==> src/rtl/s2p_pkg.sv <==
package s2p_pkg;
  typedef enum logic [1:0] {
    ST_IDLE  = 2'd0,
    ST_WAIT  = 2'd1,
    ST_ACK   = 2'd2,
    ST_SHIFT = 2'd3
  } s2p_state_e;
endpackage

==> src/rtl/s2p_ctrl.sv <==
module s2p_ctrl
  import s2p_pkg::*;
#(
  parameter int WORD_W = 4
) (
  input  logic clk,
  input  logic rst_n,
  input  logic ready_i,
  output logic ack_o,
  output logic sclk_o,
  output logic capture_o,
  output logic last_o
);
  localparam int CNT_W = $clog2(WORD_W + 1);
  localparam logic [CNT_W-1:0] CNT_LAST = CNT_W'(WORD_W);

  s2p_state_e       state_q;
  logic             phase_q;
  logic [CNT_W-1:0] cnt_q;

  always_ff @(posedge clk or negedge rst_n) begin
    if (!rst_n) begin
      state_q <= ST_IDLE;
      phase_q <= 1'b0;
      cnt_q   <= '0;
    end else begin
      case (state_q)
        ST_IDLE:  if (ready_i) state_q <= ST_WAIT;
        ST_WAIT:  state_q <= ST_ACK;
        ST_ACK: begin
          state_q <= ST_SHIFT;
          phase_q <= 1'b1;
          cnt_q   <= CNT_W'(1);
        end
        default: begin
          if (phase_q) begin
            phase_q <= 1'b0;
            if (cnt_q == CNT_LAST) begin
              state_q <= ST_IDLE;
              cnt_q   <= '0;
            end
          end else begin
            phase_q <= 1'b1;
            cnt_q   <= cnt_q + CNT_W'(1);
          end
        end
      endcase
    end
  end

  // capture on every edge that raises the shift clock
  assign capture_o = (state_q == ST_ACK) || ((state_q == ST_SHIFT) && !phase_q);
  assign last_o    = (state_q == ST_SHIFT) && phase_q && (cnt_q == CNT_LAST);
  assign ack_o     = (state_q == ST_ACK);
  assign sclk_o    = phase_q;
endmodule

==> src/rtl/s2p_shreg.sv <==
module s2p_shreg #(
  parameter int WORD_W = 4
) (
  input  logic              clk,
  input  logic              rst_n,
  input  logic              shift_i,
  input  logic              bit_i,
  output logic [WORD_W-1:0] word_o
);
  for (genvar i = 0; i < WORD_W; i++) begin : g_bit
    logic nxt;
    if (i == WORD_W - 1) begin : g_top
      assign nxt = bit_i;
    end else begin : g_mid
      assign nxt = word_o[i+1];
    end
    always_ff @(posedge clk or negedge rst_n) begin
      if (!rst_n)       word_o[i] <= 1'b0;
      else if (shift_i) word_o[i] <= nxt;
    end
  end
endmodule

==> src/rtl/s2p_outreg.sv <==
module s2p_outreg #(
  parameter int WORD_W = 4
) (
  input  logic              clk,
  input  logic              rst_n,
  input  logic              last_i,
  input  logic              commit_i,
  input  logic [WORD_W-1:0] word_i,
  output logic [WORD_W-1:0] par_word_o,
  output logic              par_valid_o,
  output logic              word_done_o
);
  logic take;
  assign take = commit_i && word_done_o;

  always_ff @(posedge clk or negedge rst_n) begin
    if (!rst_n) begin
      par_word_o  <= '0;
      par_valid_o <= 1'b0;
      word_done_o <= 1'b0;
    end else begin
      par_valid_o <= take;
      if (take) par_word_o <= word_i;
      if (last_i)    word_done_o <= 1'b1;
      else if (take) word_done_o <= 1'b0;
    end
  end
endmodule

==> src/rtl/s2p_handshake_if.sv <==
module s2p_handshake_if #(
  parameter int WORD_W = 4
) (
  input  logic              clk,
  input  logic              rst_n,
  input  logic              src_ready_i,
  output logic              src_ack_o,
  output logic              src_sclk_o,
  input  logic              src_sdata_i,
  input  logic              proc_commit_i,
  output logic [WORD_W-1:0] par_word_o,
  output logic              par_valid_o,
  output logic              word_done_o
);
  logic              capture;
  logic              last;
  logic [WORD_W-1:0] asm_word;

  s2p_ctrl #(.WORD_W(WORD_W)) u_ctrl (
    .clk       (clk),
    .rst_n     (rst_n),
    .ready_i   (src_ready_i),
    .ack_o     (src_ack_o),
    .sclk_o    (src_sclk_o),
    .capture_o (capture),
    .last_o    (last)
  );

  s2p_shreg #(.WORD_W(WORD_W)) u_shreg (
    .clk     (clk),
    .rst_n   (rst_n),
    .shift_i (capture),
    .bit_i   (src_sdata_i),
    .word_o  (asm_word)
  );

  s2p_outreg #(.WORD_W(WORD_W)) u_out (
    .clk         (clk),
    .rst_n       (rst_n),
    .last_i      (last),
    .commit_i    (proc_commit_i),
    .word_i      (asm_word),
    .par_word_o  (par_word_o),
    .par_valid_o (par_valid_o),
    .word_done_o (word_done_o)
  );
endmodule

==> config.mk <==
export PLATFORM = sky130hd
export DESIGN_NAME = s2p_handshake_if
export DESIGN_NICKNAME = d
export VERILOG_FILES = /design/src/rtl/s2p_pkg.sv /design/src/rtl/s2p_ctrl.sv /design/src/rtl/s2p_shreg.sv /design/src/rtl/s2p_outreg.sv /design/src/rtl/s2p_handshake_if.sv
export SDC_FILE = /design/constraint.sdc
export NUM_CORES = 1
export LEC_CHECK = 0
export ABC_AREA = 0
export BUFFER_PORTS_ARGS = -buffer_cell sky130_fd_sc_hd__buf_4
export CAP_MARGIN = 20
export CORE_MARGIN = 1
export CORE_UTILIZATION = 40
export CTS_BUF_LIST = sky130_fd_sc_hd__clkbuf_4
export DETAILED_ROUTE_END_ITERATION = 6
export PLACE_DENSITY_LB_ADDON = 0.3
export SETUP_SLACK_MARGIN = 0.2
export SYNTH_ARGS = -nofsm -noshare
export SYNTH_HDL_FRONTEND = slang
export SYNTH_SLANG_ARGS = --single-unit
==> constraint.sdc <==
create_clock -name clk -period 2.26 [get_ports clk]
set_input_delay 0.226 -clock clk [delete_from_list [all_inputs] [get_ports clk]]
set_output_delay 0.226 -clock clk [all_outputs]
set_load 0.02 [all_outputs]
==> results.cfg, run 1 <==
[yosys]
yosys-top-cells-area = dfrtp_1 52%, mux2_2 13%, ha_1 9.7%, inv_1 3.4%, o21ai_0 1.9%
synth_nets = 76
synth_cell_types = 23
synth_top_flop_cell = dfrtp_1
seq_area_frac_synth = 0.515
syn_area_sq_um = 777
ys_ff_latch = 16
synthCells = 65
synthArstFlopShare = 1.00
synth_top_area_frac = 0.515
yosysTopAreaCell = dfrtp_1
avgSynthCellArea_sq_um = 12.0
synth-edff-count = 0
yosysWarnings = 0

[die]
die_w_um = 46.1
core_area_sq_mm = 0.00176
start_util = 0.440
die-area_sq_mm = 0.00212
row_count = 15
die_h_um = 46.1
ios = 13

[clock_tree]
htree_levels = 1
numCtsBuffers = 3
post_cts_buffers = 0
clk_path_buf_depth = 2
clkLatencyLatePin_ns = 0.28
cts_tree = yes
cts_sinks = 16
cts_root_buffer = clkbuf_4
clkTransAtPathRegs_ns = 0.09

[final_layout]
synthToLayoutAreaGrowth_pct = 20.3
nFillCells = 175
layout_commonest_cell = dfrtp_1
fin_nets = 94
final_cell_mix = 16 x dfrtp_1, 12 x buf_4, 9 x mux2_2
drive_gt1_frac = 0.354
finish.utilization = 0.530
n_antenna_cell = 0

[worst_setup_path]
worstPathArrival_ns = 1.84
cp_max_fo = 5
path_class = flip-flop to flip-flop
critPathRequiredTime_ns = 2.42
r2r_cells = 5
cp-start-kind = flip-flop
end_kind = flip-flop

[placement]
port_buffers = 12
place_congestion = 0.767
dp_hpwl_um = 987

[route]
drc = 0
vias = 530
routed-wl-met3_um = 39
drt_wl_total_mm = 1.32
drt_first_iter_violations = 5
wl_per_cell_um = 12.3
m1WireLength_um = 623
top_layer = met4
drt_pre_antenna_iters = 2
route.met2.wl_um = 638
ant_nets = 0
post_drt_via_cell_ratio = 4.95

[sta]
clock_skew_ns = 0.00611
tightest_slew_ns = 0.345
slew_headroom = 0.767
rsz0062_at_grt = false
timing.final.crit_share = 0.742
maxSlewViolCount = 0
layout_min_cycle_time_ns = 1.68
hold_violations = 0
setup_viol = 0
max_freq_mhz = 597
final.setup.tns_ns = 0

[status]
outcome = finished, final reports clean

[grt]
antenna_found_initial = 0
grt_start_max_net_pins = 17
grt_pass1_wl_mm = 2.25
first_global_vias = 504
track_usage = 0.154
grt_remaining_overflow = 0

[worst_hold_path]
min_path_type = input pin to flip-flop
min_path_cells = 2

[pwr]
powerDensity_mw_per_mm2 = 1430
ir_drop_mv = 0.806
p_leak_uw = 0.000436

[flow_run]
maxCapViolations = 0
## metal layers
layer | track usage | up-vias
li1 | - | 262
met1 | 0.205 | 257
met2 | 0.228 | 9
met3 | 0.0353 | 2
met4 | 0.0882 | 0
met5 | 0 | -
## worst max-delay path, stage by stage, from the launching register on
cell and delay (ns):
dfrtp_1 0.44, inv_1 0.11, ha_1 0.28, inv_2 0.09, a311oi_2 0.28, mux2_1 0.36
## final timing paths
path	startpoint	to	slack, ns
max	u_ctrl.state_q[0]$_DFFE_PN0P_	u_ctrl.cnt_q[0]$_DFFE_PN0P_	0.58
min	proc_commit_i	u_out.word_done_o$_DFFE_PN0P_	0.14
max reg2reg	u_ctrl.state_q[0]$_DFFE_PN0P_	u_ctrl.cnt_q[0]$_DFFE_PN0P_	0.58
min reg2reg	u_shreg.word_o[0]$_DFFE_PN0P_	u_shreg.word_o[0]$_DFFE_PN0P_	0.51
max in group asynchronous	rst_n	u_ctrl.state_q[0]$_DFFE_PN0P_	1.74
min in group asynchronous	rst_n	u_ctrl.cnt_q[1]$_DFFE_PN0P_	0.33
## flip-flops by register name (all words and copies together) (netlist names)
signal             count
u_out.par_word_o       4
u_shreg.g_bit.nxt      3
u_out.par_valid_o      1
u_ctrl.state_q         2
u_out.word_done_o      1
u_ctrl.cnt_q           3
u_shreg.word_o         1
u_ctrl.sclk_o          1
## per-stage QoR
step                      setup slack, ns  instances  hold slack (ns)  instance area [sq um]  total power, uW
after floorplan                     0.589         65          -0.0696                    777              996
after global placement              0.673        102           0.0976                    898             1180
after detailed placement            0.578        102           0.0989                    898             1200
after CTS                           0.563        107            0.123                    935             1350
after global routing                0.475        107            0.120                    935             1450
final                               0.584        107            0.138                    935             1340
## cell families (layout without fill, tap and decap cells)
| family | after synthesis | in the layout | synth area share |
|---|---|---|---|
| AND/OR/NAND/NOR | 12 | 12 | 0.0837 |
| buffers and inverters | 9 | 26 | 0.0435 |
| adder cells (fa/ha/maj) | 6 | 6 | 0.0966 |
| multiplexers | 11 | 11 | 0.158 |
| AO/OA/AOI/OAI | 11 | 11 | 0.103 |
| flip-flops | 16 | 16 | 0.515 |
## report_power, final
part	internal [uW]	leakage, uW	switching [uW]	total (uW)
Clock	64.1	0.0000154	89.3	153
Combinational	329	0.000224	340	669
Sequential	413	0.000196	103	516
## cells in the mapped netlist, types with 2 or more instances
master,count
dfrtp_1,16
mux2_2,9
inv_1,7
ha_1,6
nand2_1,3
o21ai_0,3
a21oi_1,2
inv_2,2
nand3_1,2
nor2_1,2
## repair_timing
| action | CTS | global route |
|---|---|---|
| resized for setup | 0 | 0 |
| hold endpoints to repair | 16 | 0 |
| hold buffers | 1 | 0 |
## final cells by class
type / count / area, sq um / share of cell area
repair buffers: 13 / 100 / 0.107
flip-flops and latches: 16 / 400 / 0.428
clock inverters: 1 / 3.75 / 0.00402
multi-input cells: 40 / 343 / 0.367
inverters: 9 / 33.8 / 0.0361
well taps: 25 / 31.3 / 0.0335
clock buffers: 3 / 22.5 / 0.0241
Note: power is estimated with default switching activity, not from simulation.
==> run 2: changes to the inputs <==
- ABC_AREA: 0 -> 1
- clock period: 2.26 -> 1.4 ns (I/O delays scaled with it)
==> run 2 against run 1 <==
  * Clock power increased by 65%
  * Sequential share of layout area decreased by 2.1 points
  * Largest power group unchanged
  * Flip-flop and latch count unchanged
  * Largest cell class unchanged
  * Power increased by 73%
  * Register-to-register slack got worse by 0.42 ns
  * Clock-buffer cell count unchanged
  * Cell count increased by 21%
  * Sequential power increased by 59%
  * Clock skew decreased by 0.0028 ns
  * Non-clock buffer count increased by 2
  * Setup slack got worse by 0.46 ns
  * First-iteration DRC count increased by 20%
==> results.cfg, run 2 <==
[status]
outcome = finished, final reports clean

[die]
die_h_um = 45.5
row_count = 15
start_util = 0.433
die-area_sq_mm = 0.00207
ios = 13
core_area_sq_mm = 0.00175
die_w_um = 45.5

[placement]
dp_hpwl_mm = 1.03
place_congestion = 0.832
port_buffers = 12
placed_cells = 123
pre_cts_ws_ns = 0.115

[worst_setup_path]
crit_end = src_ack_o
cp-startpoint = u_ctrl.state_q[0]$_DFFE_PN0P_
r2r_cells = 7
reg2reg_from = u_ctrl.state_q[1]$_DFFE_PN0P_
reg2reg_slack_ns = 0.16
path_class = flip-flop to output port
cp_max_fo = 5
r2r-end = u_ctrl.state_q[0]$_DFFE_PN0P_
path_depth = 3
cp-start-kind = flip-flop
slowest_stage = dfrtp_1
max_stage_delay_ns = 0.43
critPathRequiredTime_ns = 1.26
worstPathArrival_ns = 1.13
end_kind = output port
crit_chain = inv_2, ha_4, buf_6
critPathBufInv = 2
cpLargestDelayFamily = flip-flops

[route]
drt_wl_total_mm = 1.45
drt_pre_antenna_iters = 6
ant_nets = 0
drc = 0
wl_per_cell_um = 11.1
drt_first_iter_violations = 6
post_drt_via_cell_ratio = 4.79
vias = 623

[worst_hold_path]
min_path_type = input pin to flip-flop

[final_layout]
layout_commonest_cell = nand2_1
largest_register = u_out.par_word_o
drive_gt1_frac = 0.276
fin_cells = 130
largest_register_ffs = 4
final_cell_mix = 21 x nand2_1, 16 x dfrtp_1, 13 x inv_1, 13 x buf_4, 8 x o21ai_0
n_antenna_cell = 0
synthToLayoutAreaGrowth_pct = 30.0
fin_nets = 117

[pwr]
p_leak_uw = 0.000489
ir_drop_mv = 1.00
powerDensity_mw_per_mm2 = 2360
p_total_uw = 2320

[yosys]
synth.most_common_cell = nand2_1
synth-edff-count = 0
yosys-top-cells-area = dfrtp_1 53%, nand2_1 10%, ha_1 9.9%, inv_1 7.5%, o21ai_0 6.6%
synth_nets = 97
yosysTopAreaCell = dfrtp_1
synth_cell_types = 14
yosys-top-cells-count = 21 x nand2_1, 16 x dfrtp_1, 15 x inv_1, 10 x o21ai_0
synth_top_flop_cell = dfrtp_1
syn_area_sq_um = 756
synthCells = 86
ys_ff_latch = 16
avgSynthCellArea_sq_um = 8.79
synthArstFlopShare = 1.00
seq_area_frac_synth = 0.530
yosysWarnings = 0
synth_top_area_frac = 0.530

[clock_tree]
htree_levels = 1
clkTransAtPathRegs_ns = 0.09
cts_tree = yes
clk_path_buf_depth = 2
cts_sinks = 16
numCtsBuffers = 3
cts_root_buffer = clkbuf_4
clkLatencyLatePin_ns = 0.29

[grt]
first_global_vias = 545
track_usage = 0.161
antenna_found_initial = 0
grt_pass1_wl_mm = 2.28
grt_start_max_net_pins = 17
grt_remaining_overflow = 0

[sta]
max_freq_mhz = 787
maxSlewViolCount = 0
final.setup.tns_ns = 0
worst_slack_ns = 0.129
setup_viol = 0
clock_skew_ns = 0.00327
hold_violations = 0
timing.final.crit_share = 0.908
layout_min_cycle_time_ns = 1.27
rsz0062_at_grt = true
slew_headroom = 0.822
holdWs_ns = 0.0559
tightest_slew_ns = 0.267

[flow_run]
maxCapViolations = 0
==> run 2: cell types whose count changed in the layout (fill, tap and decap cells not counted), sizes merged, moves of 2 or more <==
cell    previous run  this run
a21oi              3         1
buf               12        14
inv                9        16
mux2              10         0
nand2              3        22
nand3              2         6
nor3               2         0
o21ai              3        14
o311ai             2         0
==> run 2: cell type report <==
class,count,area (sq um)
Timing Repair Buffer,15,119
Clock inverter,1,3.75
Multi-Input combinational cell,54,343
Tap cell,25,31.3
Inverter,16,62.6
Fill cell,167,763
Sequential cell,16,400
Clock buffer,3,22.5
==> run 2: cells by family (layout without fill, tap and decap cells) <==
group                    after synthesis  count (layout)  share of synthesized area
AND/OR/NAND/NOR                       32              32                      0.176
AO/OA/AOI/OAI                         16              16                      0.116
adder cells (fa/ha/maj)                6               6                     0.0993
flip-flops                            16              16                      0.530
buffers and inverters                 16              35                     0.0795
==> run 2: worst register-to-register path, cell delays in order, from the launching register on <==
cell and delay, ns:
dfrtp_1 0.44, inv_1 0.11, ha_2 0.22, nor2_4 0.13, nand3_2 0.10, nand2_1 0.09, nand2_1 0.05, nand2_1 0.06
==> run 2: timing repair <==
action,CTS,global route
endpoints found under the hold margin,16,0
gates resized for setup,7,8
hold buffers,1,0
setup buffers,1,1
pin swaps,0,4
endpoints found under the setup margin,8,10
==> run 2: layer usage <==
metal | vias to the layer above | share of wire | track usage | routed length (um)
li1 | 312 | - | - | -
met2 | 15 | 0.51 | 0.260 | 739
met1 | 292 | 0.44 | 0.196 | 634
met4 | 0 | 0.023 | 0.109 | 33
met5 | - | 0 | 0 | 0
met3 | 4 | 0.026 | 0.0238 | 38
==> run 2: worst min-delay path by stage <==
stage | startpoint | to | cells after the start
floorplan | rst_n | u_ctrl.cnt_q[0]$_DFFE_PN0P_ | 0
global placement | rst_n | u_ctrl.cnt_q[0]$_DFFE_PN0P_ | 1
detailed placement | rst_n | u_ctrl.cnt_q[0]$_DFFE_PN0P_ | 1
CTS | src_sdata_i | u_shreg.g_bit[2].nxt$_DFFE_PN0P_ | 3
global route | src_sdata_i | u_shreg.g_bit[2].nxt$_DFFE_PN0P_ | 3
finish | src_sdata_i | u_shreg.g_bit[2].nxt$_DFFE_PN0P_ | 3
==> run 2: metrics by stage <==
stage          cell area (sq um)   util
6_report                     982  0.563
5_1_grt                      982  0.563
4_1_cts                      952  0.546
3_5_place_dp                 890  0.510
3_3_place_gp                 890  0.510
2_1_floorplan                768      -
==> run 2: power by group <==
group          internal (uW)  switching, uW  leakage, uW
clock                    104            148    0.0000154
sequential               662            159     0.000206
combinational            519            724     0.000268
